`config.mk`:
```
export PLATFORM = sky130hd
export DESIGN_NAME = twi_slave_ctrl
export DESIGN_NICKNAME = d
export VERILOG_FILES = /design/src/rtl/twi_pkg.sv /design/src/rtl/twi_line_sync.sv /design/src/rtl/twi_cond_det.sv /design/src/rtl/twi_byte_fsm.sv /design/src/rtl/twi_slave_ctrl.sv
export SDC_FILE = /design/constraint.sdc
export NUM_CORES = 1
export LEC_CHECK = 0
export BUFFER_PORTS_ARGS = -buffer_cell sky130_fd_sc_hd__buf_2
export CAP_MARGIN = 20
export CORE_MARGIN = 5
export CORE_UTILIZATION = 38
export CTS_BUF_LIST = sky130_fd_sc_hd__clkbuf_16
export DETAILED_ROUTE_END_ITERATION = 7
export GPL_ROUTABILITY_DRIVEN = 0
export GPL_TIMING_DRIVEN = 0
export SYNTH_ARGS = -nofsm -noshare
export SYNTH_HDL_FRONTEND = slang
export SYNTH_SLANG_ARGS = --single-unit
```
`constraint.sdc`:
```
create_clock -name clk_i -period 3.6 [get_ports clk_i]
set_clock_uncertainty 0.2 [all_clocks]
set_input_delay 0.72 -clock clk_i [delete_from_list [all_inputs] [get_ports clk_i]]
set_output_delay 0.72 -clock clk_i [all_outputs]
set_load 0.01 [all_outputs]
```
`src/rtl/twi_pkg.sv`:
```
package twi_pkg;
  localparam int STRAP_W = 3;
  localparam int BYTE_W  = 8;
  localparam logic [3:0] ID_PREFIX = 4'b1010;

  typedef enum logic [2:0] {
    ST_IDLE,
    ST_ID,
    ST_ADDR,
    ST_WDATA,
    ST_ACK,
    ST_TX,
    ST_TX_ACK
  } twi_state_e;
endpackage

```
`src/rtl/twi_line_sync.sv`:
```
module twi_line_sync #(
  parameter int NUM    = 2,
  parameter int STAGES = 2
) (
  input  logic           clk_i,
  input  logic           rst_ni,
  input  logic [NUM-1:0] d_i,
  output logic [NUM-1:0] q_o
);
  for (genvar g = 0; g < NUM; g++) begin : g_line
    logic [STAGES-1:0] ff;
    always_ff @(posedge clk_i or negedge rst_ni) begin
      if (!rst_ni) ff <= '1;
      else         ff <= {ff[STAGES-2:0], d_i[g]};
    end
    assign q_o[g] = ff[STAGES-1];
  end
endmodule

```
`src/rtl/twi_cond_det.sv`:
```
module twi_cond_det (
  input  logic clk_i,
  input  logic rst_ni,
  input  logic scl_i,
  input  logic sda_i,
  output logic start_o,
  output logic stop_o,
  output logic rise_o,
  output logic fall_o
);
  logic scl_q, sda_q;

  always_ff @(posedge clk_i or negedge rst_ni) begin
    if (!rst_ni) begin
      scl_q <= 1'b1;
      sda_q <= 1'b1;
    end else begin
      scl_q <= scl_i;
      sda_q <= sda_i;
    end
  end

  // SDA edges while SCL stays high are bus conditions
  assign start_o = scl_i & scl_q & sda_q & ~sda_i;
  assign stop_o  = scl_i & scl_q & ~sda_q & sda_i;
  assign rise_o  = scl_i & ~scl_q;
  assign fall_o  = ~scl_i & scl_q;
endmodule

```
`src/rtl/twi_byte_fsm.sv`:
```
module twi_byte_fsm
  import twi_pkg::*;
#(
  parameter int LAST_LOC = 8
) (
  input  logic               clk_i,
  input  logic               rst_ni,
  input  logic               start_i,
  input  logic               stop_i,
  input  logic               rise_i,
  input  logic               fall_i,
  input  logic               sda_i,
  input  logic [STRAP_W-1:0] strap_i,
  input  logic               wp_ni,
  input  logic               busy_i,
  input  logic [BYTE_W-1:0]  rdata_i,
  output logic               drive_low_o,
  output logic [BYTE_W-1:0]  ptr_o,
  output logic [BYTE_W-1:0]  wdata_o,
  output logic               we_o,
  output logic               re_o,
  output logic               nv_o
);
  localparam int CNT_W = $clog2(BYTE_W + 1);
  localparam logic [CNT_W-1:0] FULL = CNT_W'(BYTE_W);
  localparam logic [BYTE_W-1:0] LAST = BYTE_W'(LAST_LOC);

  twi_state_e        state, ack_next;
  logic [CNT_W-1:0]  bit_cnt;
  logic [BYTE_W-1:0] rx, tx, ptr, wdata;
  logic              drive_low, wr_done, mack, we_q, re_q, nv_q;
  logic              id_ok;

  assign id_ok = (rx[BYTE_W-1 -: 4] == ID_PREFIX) && (rx[STRAP_W:1] == strap_i);

  function automatic logic [BYTE_W-1:0] ptr_next(input logic [BYTE_W-1:0] p);
    return (p == LAST) ? '0 : p + 1'b1;
  endfunction

  always_ff @(posedge clk_i or negedge rst_ni) begin
    if (!rst_ni) begin
      state     <= ST_IDLE;
      ack_next  <= ST_IDLE;
      bit_cnt   <= '0;
      rx        <= '0;
      tx        <= '0;
      ptr       <= '0;
      wdata     <= '0;
      drive_low <= 1'b0;
      wr_done   <= 1'b0;
      mack      <= 1'b0;
      we_q      <= 1'b0;
      re_q      <= 1'b0;
      nv_q      <= 1'b0;
    end else begin
      we_q <= 1'b0;
      re_q <= 1'b0;
      nv_q <= 1'b0;
      if (busy_i) begin
        state     <= ST_IDLE;
        drive_low <= 1'b0;
        wr_done   <= 1'b0;
      end else if (stop_i) begin
        state     <= ST_IDLE;
        drive_low <= 1'b0;
        nv_q      <= wr_done;
        wr_done   <= 1'b0;
      end else if (start_i) begin
        state     <= ST_ID;
        bit_cnt   <= '0;
        drive_low <= 1'b0;
        wr_done   <= 1'b0;
      end else begin
        unique case (state)
          ST_ID, ST_ADDR, ST_WDATA: begin
            if (rise_i && bit_cnt != FULL) begin
              rx      <= {rx[BYTE_W-2:0], sda_i};
              bit_cnt <= bit_cnt + 1'b1;
            end else if (fall_i && bit_cnt == FULL) begin
              bit_cnt <= '0;
              if (state == ST_ID) begin
                if (id_ok) begin
                  drive_low <= 1'b1;
                  state     <= ST_ACK;
                  ack_next  <= rx[0] ? ST_TX : ST_ADDR;
                end else begin
                  state <= ST_IDLE;
                end
              end else if (state == ST_ADDR) begin
                ptr       <= rx;
                drive_low <= 1'b1;
                state     <= ST_ACK;
                ack_next  <= ST_WDATA;
              end else if (wp_ni) begin
                we_q      <= 1'b1;
                wdata     <= rx;
                wr_done   <= 1'b1;
                drive_low <= 1'b1;
                state     <= ST_ACK;
                ack_next  <= ST_IDLE;
              end else begin
                state <= ST_IDLE;
              end
            end
          end
          ST_ACK: begin
            if (fall_i) begin
              bit_cnt <= '0;
              if (ack_next == ST_TX) begin
                tx        <= rdata_i;
                drive_low <= ~rdata_i[BYTE_W-1];
                re_q      <= 1'b1;
              end else begin
                drive_low <= 1'b0;
              end
              state <= ack_next;
            end
          end
          ST_TX: begin
            if (rise_i) begin
              bit_cnt <= bit_cnt + 1'b1;
            end else if (fall_i && bit_cnt != '0) begin
              if (bit_cnt == FULL) begin
                drive_low <= 1'b0;
                bit_cnt   <= '0;
                ptr       <= ptr_next(ptr);
                state     <= ST_TX_ACK;
              end else begin
                tx        <= {tx[BYTE_W-2:0], 1'b0};
                drive_low <= ~tx[BYTE_W-2];
              end
            end
          end
          ST_TX_ACK: begin
            if (rise_i) begin
              mack    <= ~sda_i;
              bit_cnt <= CNT_W'(1);
            end else if (fall_i && bit_cnt == CNT_W'(1)) begin
              bit_cnt <= '0;
              if (mack) begin
                tx        <= rdata_i;
                drive_low <= ~rdata_i[BYTE_W-1];
                re_q      <= 1'b1;
                state     <= ST_TX;
              end else begin
                state <= ST_IDLE;
              end
            end
          end
          default: state <= ST_IDLE;
        endcase
      end
    end
  end

  assign drive_low_o = drive_low;
  assign ptr_o       = ptr;
  assign wdata_o     = wdata;
  assign we_o        = we_q;
  assign re_o        = re_q;
  assign nv_o        = nv_q;
endmodule

```
`src/rtl/twi_slave_ctrl.sv`:
```
module twi_slave_ctrl
  import twi_pkg::*;
#(
  parameter int SYNC_STAGES = 2,
  parameter int LAST_LOC    = 8
) (
  input  logic               clk_i,
  input  logic               rst_ni,
  input  logic               scl_i,
  input  logic               sda_i,
  output logic               sda_oe_o,
  input  logic [STRAP_W-1:0] strap_i,
  input  logic               wp_ni,
  input  logic               busy_i,
  output logic [BYTE_W-1:0]  reg_addr_o,
  output logic [BYTE_W-1:0]  reg_wdata_o,
  output logic               reg_we_o,
  output logic               reg_re_o,
  input  logic [BYTE_W-1:0]  reg_rdata_i,
  output logic               nv_start_o
);
  logic [1:0] lines_s;
  logic       start, stop, rise, fall;

  twi_line_sync #(.NUM(2), .STAGES(SYNC_STAGES)) u_sync (
    .clk_i (clk_i),
    .rst_ni(rst_ni),
    .d_i   ({scl_i, sda_i}),
    .q_o   (lines_s)
  );

  twi_cond_det u_det (
    .clk_i  (clk_i),
    .rst_ni (rst_ni),
    .scl_i  (lines_s[1]),
    .sda_i  (lines_s[0]),
    .start_o(start),
    .stop_o (stop),
    .rise_o (rise),
    .fall_o (fall)
  );

  twi_byte_fsm #(.LAST_LOC(LAST_LOC)) u_fsm (
    .clk_i      (clk_i),
    .rst_ni     (rst_ni),
    .start_i    (start),
    .stop_i     (stop),
    .rise_i     (rise),
    .fall_i     (fall),
    .sda_i      (lines_s[0]),
    .strap_i    (strap_i),
    .wp_ni      (wp_ni),
    .busy_i     (busy_i),
    .rdata_i    (reg_rdata_i),
    .drive_low_o(sda_oe_o),
    .ptr_o      (reg_addr_o),
    .wdata_o    (reg_wdata_o),
    .we_o       (reg_we_o),
    .re_o       (reg_re_o),
    .nv_o       (nv_start_o)
  );
endmodule

```
Word-level counts from Yosys, hierarchy flattened
Cells that the tools add are included.
{"block": "totals", "wordCells": 205, "out_inout_bits": 20, "inputBits": 17, "register_bits": 53}
{"block": "op_classes", "n_eq_ne": 46, "n_bitwise": 19, "n_mux": 96, "n_reduce_logical": 25, "add_sub_neg": 2}
{"op": "$mux 8", "n": 8}
{"op": "$mux 3", "n": 21}
{"op": "$mux 7", "n": 8}
{"op": "$mux 1", "n": 44}
{"op": "$mux 4", "n": 9}
{"op": "$ne 5x4->1 const B", "n": 6}
{"op": "$reduce_and 8->1", "n": 3}
{"op": "$reduce_and 11->1", "n": 2}
{"op": "$pmux 7 s3", "n": 1}
{"op": "$ne 2x1->1 const B", "n": 9}
{"op": "$ne 4x2->1 const B", "n": 4}
{"op": "$ne 4x4->1 const B", "n": 4}
{"op": "$pmux 4 s4", "n": 1}
{"op": "$pmux 8 s2", "n": 1}
{"op": "$reduce_bool 4->1", "n": 4}
{"op": "$ne 5x5->1 const B", "n": 3}
{"op": "$eq 3x3->1 const B", "n": 4}
{"op": "$not 1->1", "n": 12}
{"op": "$pmux 3 s4", "n": 1}
{"op": "$reduce_and 12->1", "n": 1}
{"op": "$ne 2x2->1 const B", "n": 5}
{"op": "$reduce_and 5->1", "n": 2}
{"op": "$reduce_and 9->1", "n": 1}
{"op": "$add 8x1->8 const B", "n": 1}
{"op": "20 further kinds", "n": 33}

Longest topological paths before layout
Gate-level depths: netlist (run 1).
{"block": "logic_depth", "depth_word": 10, "ltp_mapped": 8}

Modules after synthesis
From an unflattened synthesis (run 1), not the netlist that was laid out.
{"block": "hier_totals", "cells_unflattened": 280, "area_unflattened_um2": 3032.9}
{"module": "twi_byte_fsm", "area_per_inst_um2": 2825.2, "n_inst": 1, "cells_each": 268, "seq_area_each_um2": 1176.1}
{"module": "twi_line_sync", "area_per_inst_um2": 120.1, "n_inst": 1, "cells_each": 6, "seq_area_each_um2": 105.1}
{"module": "twi_cond_det", "area_per_inst_um2": 87.6, "n_inst": 1, "cells_each": 6, "seq_area_each_um2": 52.6}

Least setup slack after synthesis (run 1)
No wires, ideal clock.
{"block": "synth_path", "path_kind": "input -> register", "startpoint": "input port busy_i", "endpoint": "register u_fsm.tx[1]", "path_slack_ns": 1.206, "arrival_ns": 2.069, "path_buffers": 2, "required_ns": 3.275, "stages": 6, "path_cell_list": "clkbuf_1 > a31oi_1 > nand2_1 > or3_1 > buf_6 > mux2_4"}
{"block": "synth_between", "elab_chain_cells": 2}
{"element": "start: declaration", "line_no": "twi_slave_ctrl.sv:14", "source": "input logic busy_i,"}
{"element": "$not 1->1 (no source line)"}
{"element": "$reduce_and 12->1 (no source line)"}
{"element": "end signal: assignment", "line_no": "twi_byte_fsm.sv:110", "source": "tx <= rdata_i;"}
{"element": "end signal: assignment", "line_no": "twi_byte_fsm.sv:129", "source": "tx <= {tx[BYTE_W-2:0], 1'b0};"}
{"element": "end signal: assignment", "line_no": "twi_byte_fsm.sv:141", "source": "tx <= rdata_i;"}
{"element": "end: declaration", "line_no": "twi_byte_fsm.sv:30", "source": "logic [BYTE_W-1:0] rx, tx, ptr, wdata;"}
Every way passes these cells.
A chain may end at the register's enable or synchronous reset.

Final worst setup path (run 1)
{"block": "layout_path", "startpoint": "register u_fsm.bit_cnt[0]", "endpoint": "register u_fsm.tx[4]"}
{"block": "layout_between", "elab_chain_cells": 4, "elab_cells_between_ends": 9, "cone_classes": "eq/ne: 5; reduce/logical: 4"}
{"element": "start: declaration", "line_no": "twi_byte_fsm.sv:29", "source": "logic [CNT_W-1:0] bit_cnt;"}
{"element": "start signal: assignment", "line_no": "twi_byte_fsm.sv:78", "source": "bit_cnt <= bit_cnt + 1'b1;"}
{"element": "start signal: assignment", "line_no": "twi_byte_fsm.sv:121", "source": "bit_cnt <= bit_cnt + 1'b1;"}
{"element": "$eq 4x1->1 or $reduce_bool 4->1 (tied branches)", "line_no": "twi_byte_fsm.sv:138, twi_byte_fsm.sv:122"}
{"element": "$logic_and 1x1->1 (on tied branches)", "line_no": "twi_byte_fsm.sv:138, twi_byte_fsm.sv:122"}
{"element": "$ne 2x1->1 (no source line)"}
{"element": "$reduce_and 12->1 (no source line) (*)"}
Mark *: on every way between the ends. The rest lies on a longest branch, timed or not.

==> flow_summary_export.csv, run 1 <==
group,metric,value,unit
outcome,status,"complete, no violations",
hold_path,min_to,"u_sync.g_line[1].ff[1]",
clock_tree,clk_path_buf_depth,2,
clock_tree,cts_root_buffer,"clkbuf_16",
floorplan,coreArea,7647,um^2
pwr,powerDensity,356.0,nW/um^2
synthesis,ys_ff_latch,53,
drt,dr_total_vias,2340,
finish,mostFrequentLayoutCells,"dfrtp_1 (47), buf_2 (39), mux2_2 (25)",
global_routing,grt_first_pass_wirelength,11680,um
synthesis,ys_seq_area_share,45.36,%
placement,placed_area,3263,um^2
critical_path,crit_path_start_kind,"flop",
drt,top_layer_used,"met4",
synthesis,synth_top_area_share,40.00,%
timing,setup_tns,0,ps
drt,drt_iter0_markers,250,
floorplan,die_h,97.97,um
pwr,p_leak,1.594,nW
synthesis,yosys_warnings,0,
drt,routedWlPerCell,16.08,um
critical_path,critPathTopFamily,"simple AND/OR/NAND/NOR gates",
hold_path,min_path_type,"reg2reg",
placement,portBuffers,35,
clock_tree,cts_tree,"yes",
clock_tree,cts_resized,0,
job,timing.max_cap.violations,0,
critical_path,critPathKind,"reg2reg",
finish,final_cell_area,3417,um^2
global_routing,antenna_found_initial,0,
finish,nNetsFinal,341,
critical_path,critPathMaxStageDelay,480,ps
critical_path,timing.rr.end,"u_fsm.tx[4]",
hold_path,min_from,"u_sync.g_line[1].ff[0]",
synthesis,yosysTopAreaCell,"dfrtp_1",
clock_tree,htreeDepth,2,
critical_path,crit_required,3580,ps
finish,final_common_cell,"dfrtp_1",
timing,rsz0062_at_grt,"no",
timing,tightestPinTransition,677.1,ps
clock_tree,numCtsBuffers,5,
finish,diodes,0,
finish,drive_gt1_share,29.06,%
timing,min_period,2573,ps
pwr,irDropWorstVdd,0.0002005,V
timing,slew_viol_final,0,
critical_path,crit_arrival,2550,ps
synthesis,netlist-cell-type-count,61,
synthesis,synth_edf_count,0,
drt,wl_met3,340,um
critical_path,worstPathCellList,"inv_1, ha_1, and3b_1, o32a_1, or3_1, buf_6, mux2_4",
synthesis,synthesis.nets,298,
synthesis,syn_inst,276,
synthesis,ys.flop_type,"dfrtp_1",
timing,min_period_over_period,71.48,%
critical_path,r2r-start,"u_fsm.bit_cnt[0]",
placement,dp_hpwl,4864,um
drt,drt_first_pass_iters,4,
clock_tree,ctsHoldBuffers,0,
drt,wl,6785,um
floorplan,placementRows,32,
hold_path,whs_path_depth,0,
timing,fmax,0.3886,GHz
global_routing,grt_pass1_vias,2251,
pwr,p_total,1.217,mW
floorplan,die_width,97.97,um
synthesis,avgSynthCellArea,10.65,um^2
floorplan,dieArea,9597,um^2
global_routing,grt_overflow_total,0,
clock_tree,clkLatencyLatePin,290,ps
clock_tree,cts_setup_buffers,0,
drt,drtAntennaViolNets,0,
floorplan,initial_utilization,38.45,%
drt,routed_via_density,5.545,
timing,finalHoldViolCount,0,
drt,wl_met2,3090,um
synthesis,synth_area_leaders,"dfrtp_1 (40%), mux2_2 (9.6%), dfstp_2 (5.4%)",
floorplan,num_io_pins,37,
critical_path,endpoint_kind,"flop",
synthesis,syn_area,2940,um^2
clock_tree,clk_transition_reported_paths,80,ps
timing,max_slew_margin,54.65,%
finish,fill_cells,726,
critical_path,worstRegToRegCells,7,
drt,drc,0,
critical_path,path_max_fanout,7,
drt,met1_length,3257,um
clock_tree,cts_num_sinks,53,
critical_path,slowest_stage,"dfrtp_1",
critical_path,r2r_setup_slack,1030,ps
finish,syn2layout_area_growth,16.21,%
timing,finalSetupViolCount,0,
global_routing,grt_max_degree,35,
global_routing,grtUsageTotal,14.86,%
critical_path,critical_path_buf_inv_count,2,
synthesis,async_reset_ff_share,100.0,%
[layer usage]
metal,track usage [%],vias to the layer above
met3,2.714,7
met1,21.40,1156
li1,-,1118
met4,4.899,0
met5,0,-
met2,22.57,59
[registers in the layout, summed over array words and instances (netlist names)]
signal and flops:
u_fsm.we_o 1, u_fsm.state 3, u_fsm.ack_next 3, u_fsm.wr_done 1, u_det.sda_q 1, u_fsm.ptr_o 8, u_fsm.mack 1, u_det.scl_q 1
u_fsm.tx 7, u_fsm.bit_cnt 4, u_fsm.rx 8, u_fsm.nv_o 1, u_fsm.re_o 1, u_sync.g_line.ff 4, u_fsm.wdata_o 8, u_fsm.drive_low_o 1
[kinds of logic (layout without fill, tap and decap cells)]
logic type	count (synthesis)	count (layout)	synth area share, %
compound gates	72	72	15.96
xor+xnor	4	4	1.191
fa+ha+maj	5	5	2.128
buf+inv	22	66	3.489
flops	53	53	45.36
mux	36	36	14.34
simple gates	84	84	17.53
[report_power, final]
part	leakage (nW)	internal, mW	switching (mW)	total (mW)
combinational	0.816	0.0380	0.0496	0.0876
clock	0.0763	0.267	0.236	0.503
sequential	0.701	0.609	0.0162	0.626
total	1.59	0.914	0.302	1.22
[through the flow]
| step | utilization (%) | worst slack (ps) | hold slack (ps) | std cells |
|---|---|---|---|---|
| 2_1_floorplan | - | 1206 | 145.2 | 276 |
| 3_3_place_gp | 42.41 | 896.5 | 145.7 | 413 |
| 3_5_place_dp | 42.67 | 874.0 | 147.2 | 414 |
| 4_1_cts | 44.68 | 1024 | 158.3 | 422 |
| 5_1_grt | 44.68 | 863.2 | 166.5 | 422 |
| 6_report | 44.68 | 1027 | 156.6 | 422 |
[synth_stat cells (all sizes together), types with 4 or more instances]
cell type   n
dfrtp      47
mux2       31
o21ai      21
a21oi      16
nand2      12
nor2       11
nor3        9
inv         8
buf         7
clkbuf      7
nor2b       7
dfstp       6
ha          5
mux2i       5
nand3       5
nand3b      5
nor3b       5
a211oi      4
nand2b      4
o41ai       4
xor2        4
[worst max-delay path by stage]
stage | end | cells past startpoint | start | slack (ps)
floorplan | u_fsm.tx[1] | 6 | busy_i | 1210
global placement | u_fsm.tx[3] | 6 | busy_i | 900
detailed placement | u_fsm.tx[4] | 6 | busy_i | 870
CTS | u_fsm.tx[4] | 7 | u_fsm.bit_cnt[0] | 1020
global route | u_fsm.bit_cnt[3] | 7 | u_fsm.bit_cnt[0] | 860
finish | u_fsm.tx[4] | 7 | u_fsm.bit_cnt[0] | 1030
[final cells by class]
| type | count | area [um^2] | area share, % |
|---|---|---|---|
| multi-input combinational | 201 | 1504 | 44.01 |
| sequential | 53 | 1334 | 39.03 |
| timing repair buffer | 36 | 195.2 | 5.712 |
| tap | 102 | 127.6 | 3.735 |
| clock buffer | 5 | 125.1 | 3.662 |
| buffer | 14 | 72.57 | 2.124 |
| inverter | 8 | 30.03 | 0.8788 |
| clock inverter | 3 | 28.78 | 0.8422 |
No activity file was read; power rests on OpenSTA's default activity.
==> run 2: changes to the inputs <==
==> constraint.sdc (replaced) <==
create_clock -name clk_i -period 2.5 [get_ports clk_i]
set_clock_uncertainty 0.2 [all_clocks]
set_input_delay 0.5 -clock clk_i [delete_from_list [all_inputs] [get_ports clk_i]]
set_output_delay 0.5 -clock clk_i [all_outputs]
set_load 0.01 [all_outputs]
==> run 2 against run 1 <==
Die area is the same; non-clock buffer count grew 11; hold slack lost 60 ps; largest cell class unchanged; critical path depth grew 1; power grew 47%; critical path type unchanged; fmax grew 6.4%; count of clock-buffer cells in the layout is the same; routed wire length grew 4.1%; flip-flop and latch count is the same; final cell count grew 2.6%; sequential power grew 44%.
==> flow_summary_export.csv, run 2 (synthesized netlist as in run 1, its figures left out) <==
group,metric,value,unit
outcome,status,"complete, no violations",
pwr,p_total,1.792,mW
clock_tree,numCtsBuffers,5,
drt,drt_iter0_markers,214,
finish,syn2layout_area_growth,20.85,%
floorplan,dieArea,9597,um^2
drt,routedWlPerCell,16.30,um
finish,stdcell_count,433,
timing,finalHoldViolCount,0,
floorplan,placementRows,32,
global_routing,grt_pass1_vias,2264,
finish,final_cell_area,3553,um^2
clock_tree,clk_path_buf_depth,2,
finish,postLayoutCoreUtil,46.47,%
critical_path,crit_path_start_kind,"flop",
drt,routed_via_density,5.624,
timing,worst_slack,80.68,ps
floorplan,die_width,97.97,um
timing,slew_viol_final,0,
global_routing,grt_max_degree,35,
finish,final_common_cell,"dfrtp_1",
timing,finalSetupViolCount,0,
drt,drt_first_pass_iters,4,
drt,wl,7060,um
critical_path,path_max_fanout,7,
clock_tree,htreeDepth,2,
clock_tree,cts_num_sinks,53,
pwr,p_leak,1.656,nW
global_routing,grt_overflow_total,0,
finish,nNetsFinal,352,
pwr,powerDensity,504.3,nW/um^2
clock_tree,cts_tree,"yes",
floorplan,die_h,97.97,um
finish,mostFrequentLayoutCells,"dfrtp_1 (46), buf_2 (40), mux2_2 (25)",
floorplan,num_io_pins,37,
timing,fmax,0.4133,GHz
critical_path,endpoint_kind,"flop",
finish,drive_gt1_share,35.35,%
drt,drtAntennaViolNets,0,
global_routing,grtUsageTotal,14.96,%
timing,finalHoldWorstSlack,96.93,ps
clock_tree,clkLatencyLatePin,300,ps
pwr,irDropWorstVdd,0.0002887,V
hold_path,min_path_type,"in2reg",
drt,dr_total_vias,2435,
timing,min_period_over_period,96.77,%
job,timing.max_cap.violations,0,
placement,dp.cells,414,
drt,drc,0,
finish,diodes,0,
critical_path,critPathKind,"reg2reg",
critical_path,crit_required,2480,ps
global_routing,grt_first_pass_wirelength,11780,um
placement,dp_hpwl,4864,um
floorplan,coreArea,7647,um^2
placement,portBuffers,35,
timing,tightestPinTransition,579.7,ps
clock_tree,cts_root_buffer,"clkbuf_16",
timing,max_slew_margin,61.00,%
timing,setup_tns,0,ps
timing,rsz0062_at_grt,"no",
clock_tree,clk_transition_reported_paths,80,ps
floorplan,initial_utilization,38.45,%
critical_path,crit_arrival,2400,ps
placement,dp_slack,-50.42,ps
global_routing,antenna_found_initial,0,
timing,min_period,2419,ps
placement,placed_area,3263,um^2
==> run 2: area by class of cell <==
cell class	instances	area, um^2
well taps	102	127.6
multi-input cells	201	1550
clock buffers	5	125.1
repair buffers	47	280.3
plain buffers	14	76.32
clock inverters	3	28.78
inverters	8	30.03
fillers	716	4094
flip-flops and latches	53	1335
==> run 2: path summary, 6_finish.rpt <==
path                                   startpoint                      to  slack [ps]  depth (start not counted)
max reg2reg                      u_fsm.bit_cnt[0]             u_fsm.tx[4]          80                          8
max in group asynchronous                  rst_ni             u_det.sda_q        1010                          3
min reg2reg                u_sync.g_line[1].ff[0]  u_sync.g_line[1].ff[1]         160                          0
min                                         scl_i  u_sync.g_line[1].ff[0]         100                          1
min in group asynchronous                  rst_ni              u_fsm.re_o         500                          2
max                              u_fsm.bit_cnt[0]             u_fsm.tx[4]          80                          8
==> run 2: what timing repair did <==
action | 4_1_cts | 5_1_grt
setup endpoints to repair | 10 | 25
pin swaps | 0 | 1
hold buffers | 1 | 0
gates resized for setup | 3 | 17
endpoints found under the hold margin | 14 | 0
buffers inserted | 3 | 7
==> run 2: worst max-delay path, stage by stage (launching register included) <==
cell and delay [ps]:
dfrtp_2 400, buf_4 130, ha_1 140, nor3b_4 200, a21oi_1 90, or3_4 350
or3_1 330, buf_6 160, mux2_4 300
==> run 2: per-layer routing <==
layer	vias up	global-route usage (%)	share of wire (%)
met5	-	0	0
met4	0	4.686	1.6
met3	11	2.714	5.2
met2	81	22.67	46
met1	1202	21.71	47
li1	1141	-	-
==> run 2: power by group <==
part	internal (mW)	switching [mW]	leakage [nW]	total, mW
clock	0.385	0.344	0.0763	0.729
sequential	0.878	0.0204	0.700	0.899
combinational	0.0804	0.0844	0.880	0.165
==> run 3: changes to the inputs <==
--- a/config.mk
+++ b/config.mk
@@ -13,6 +13,7 @@
 export DETAILED_ROUTE_END_ITERATION = 7
 export GPL_ROUTABILITY_DRIVEN = 0
 export GPL_TIMING_DRIVEN = 0
+export SETUP_SLACK_MARGIN = 0.4
 export SYNTH_ARGS = -nofsm -noshare
 export SYNTH_HDL_FRONTEND = slang
 export SYNTH_SLANG_ARGS = --single-unit
==> run 3 against run 2 <==
Core utilization up 3.9 points; critical path depth unchanged; design area up 8.3%; power up 3.4%; via count up 1.5%; flip-flop and latch count unchanged; highest routed layer unchanged.
==> flow_summary_export.csv, run 3 (synthesized netlist as in run 1, its figures left out) <==
group,metric,value,unit
pwr,switching_share,25.61,%
clock_tree,clk_path_buf_depth,2,
global_routing,grt_overflow_total,0,
drt,drt_iter0_markers,273,
drt,drt_first_pass_iters,4,
finish,stdcell_count,450,
finish,fill_cells,697,
pwr,power_frac_seq,48.5,%
timing,worst_slack,147.6,ps
finish,regArea,1335,um^2
hold_path,whs_path_depth,1,
placement,dp_hpwl,4962,um
floorplan,die_width,97.97,um
global_routing,grtUsageTotal,15.15,%
job,timing.max_cap.violations,0,
critical_path,crit_path_start,"u_fsm.bit_cnt[1]",
pwr,irDropWorstVdd,0.0002443,V
timing,min_period_over_period,94.10,%
timing,tightestPinTransition,479.7,ps
critical_path,critical_path_buf_inv_count,2,
global_routing,antenna_found_initial,0,
drt,drtAntennaViolNets,0,
clock_tree,clkLatencyLatePin,300,ps
floorplan,die_h,97.97,um
hold_path,min_from,"scl_i",
placement,placed_area,3296,um^2
critical_path,r2r-start,"u_fsm.bit_cnt[1]",
pwr,clkPwrFrac,39.6,%
drt,wl,7302,um
drt,dr_total_vias,2472,
outcome,status,"complete, no violations",
placement,portBuffers,35,
finish,final_common_cell,"dfrtp_1",
global_routing,grt_first_pass_wirelength,12030,um
critical_path,crit_path_start_kind,"flop",
timing,min_period,2352,ps
critical_path,cp_common_cell,"or3_4",
critical_path,crit_required,2480,ps
clock_tree,htreeDepth,2,
critical_path,r2r_setup_slack,150,ps
critical_path,worstPathCellList,"inv_2, ha_4, nor3b_4, a21oi_1, or3_4, or3_4, buf_8, mux2_4",
pwr,p_int,1.378,mW
timing,finalHoldWorstSlack,99.71,ps
floorplan,num_io_pins,37,
clock_tree,clk_transition_reported_paths,80,ps
floorplan,dieArea,9597,um^2
finish,postLayoutCoreUtil,50.33,%
critical_path,path_depth,8,
finish,diodes,0,
hold_path,min_path_type,"in2reg",
drt,drc,0,
timing,setup_tns,0,ps
pwr,combPwrFrac,12.0,%
finish,final_cell_area,3849,um^2
timing,finalHoldViolCount,0,
drt,routed_via_density,5.493,
timing,finalSetupViolCount,0,
critical_path,critPathTopFamily,"simple AND/OR/NAND/NOR gates",
timing,slew_viol_final,0,
timing,max_slew_margin,68.02,%
placement,dp.cells,414,
pwr,powerDensity,481.5,nW/um^2
pwr,p_leak,1.823,nW
finish,mostFrequentLayoutCells,"dfrtp_1 (46), buf_2 (38), buf_4 (25), mux2_2 (25), o21ai_0 (16)",
critical_path,worstRegToRegCells,8,
clock_tree,cts_root_buffer,"clkbuf_16",
hold_path,min_to,"u_sync.g_line[1].ff[0]",
floorplan,initial_utilization,38.45,%
floorplan,coreArea,7647,um^2
drt,routedWlPerCell,16.23,um
pwr,p_total,1.853,mW
placement,dp_slack,14.15,ps
finish,multi_input_area,1687,um^2
floorplan,placementRows,32,
finish,nNetsFinal,369,
critical_path,crit_arrival,2330,ps
critical_path,timing.rr.end,"u_fsm.tx[6]",
finish,syn2layout_area_growth,30.89,%
critical_path,slowest_stage,"dfrtp_1",
global_routing,grt_pass1_vias,2410,
clock_tree,cts_num_sinks,53,
finish,drive_gt1_share,44.25,%
critical_path,critPathKind,"reg2reg",
pwr,switchingPower,0.4745,mW
critical_path,critPathMaxStageDelay,400,ps
timing,fmax,0.4251,GHz
critical_path,endpoint_kind,"flop",
clock_tree,numCtsBuffers,5,
global_routing,grt_max_degree,41,
clock_tree,cts_tree,"yes",
critical_path,path_max_fanout,7,
timing,rsz0062_at_grt,"yes",
[run 3: final cells by class]
class / count / area share (%)
tap: 102 / 3.316
inverter: 8 / 0.7802
multi-input combinational: 201 / 43.82
sequential: 53 / 34.69
timing repair buffer: 64 / 10.89
clock inverter: 3 / 0.7477
clock buffer: 5 / 3.251
buffer: 14 / 2.503
[run 3: how the worst max path moves through the flow]
stage / to / slack (ps)
final: u_fsm.tx[6] / 150
after global routing: u_fsm.tx[4] / 110
after CTS: u_fsm.tx[4] / 170
after detailed placement: u_fsm.tx[4] / 10
after global placement: u_fsm.tx[3] / 5
after floorplan: u_fsm.tx[1] / 220
[run 3: power groups by stage]
stage	Sequential, mW	Clock, mW	Combinational (mW)
2_1_floorplan	0.914	0	0.0845
3_3_place_gp	0.921	0	0.133
3_5_place_dp	0.921	0	0.138
4_1_cts	0.897	0.751	0.193
5_1_grt	0.901	0.796	0.241
6_report	0.898	0.733	0.222
[run 3: repair_timing]
action                                  in CTS  in global routing
endpoints found under the hold margin        8                  0
resized for setup                           21                 27
buffers inserted                            14                 13
endpoints found under the setup margin      43                 42
pin swaps                                    3                  9
hold buffers                                 1                  0
[run 3: worst reg2reg max path, cell delays in order, from the launching register on]
cell     delay [ps]
dfrtp_1         400
inv_2           100
ha_4            130
nor3b_4         190
a21oi_1          90
or3_4           330
or3_4           340
buf_8           150
mux2_4          300
[run 3: metal layers]
metal  up-vias  routed length (um)  GRT usage (%)
li1       1176                   -              -
met1      1238                3443          21.15
met2        51                3524          23.40
met3         7                 246          3.071
met4         0                  87          5.325
met5         -                   0              0
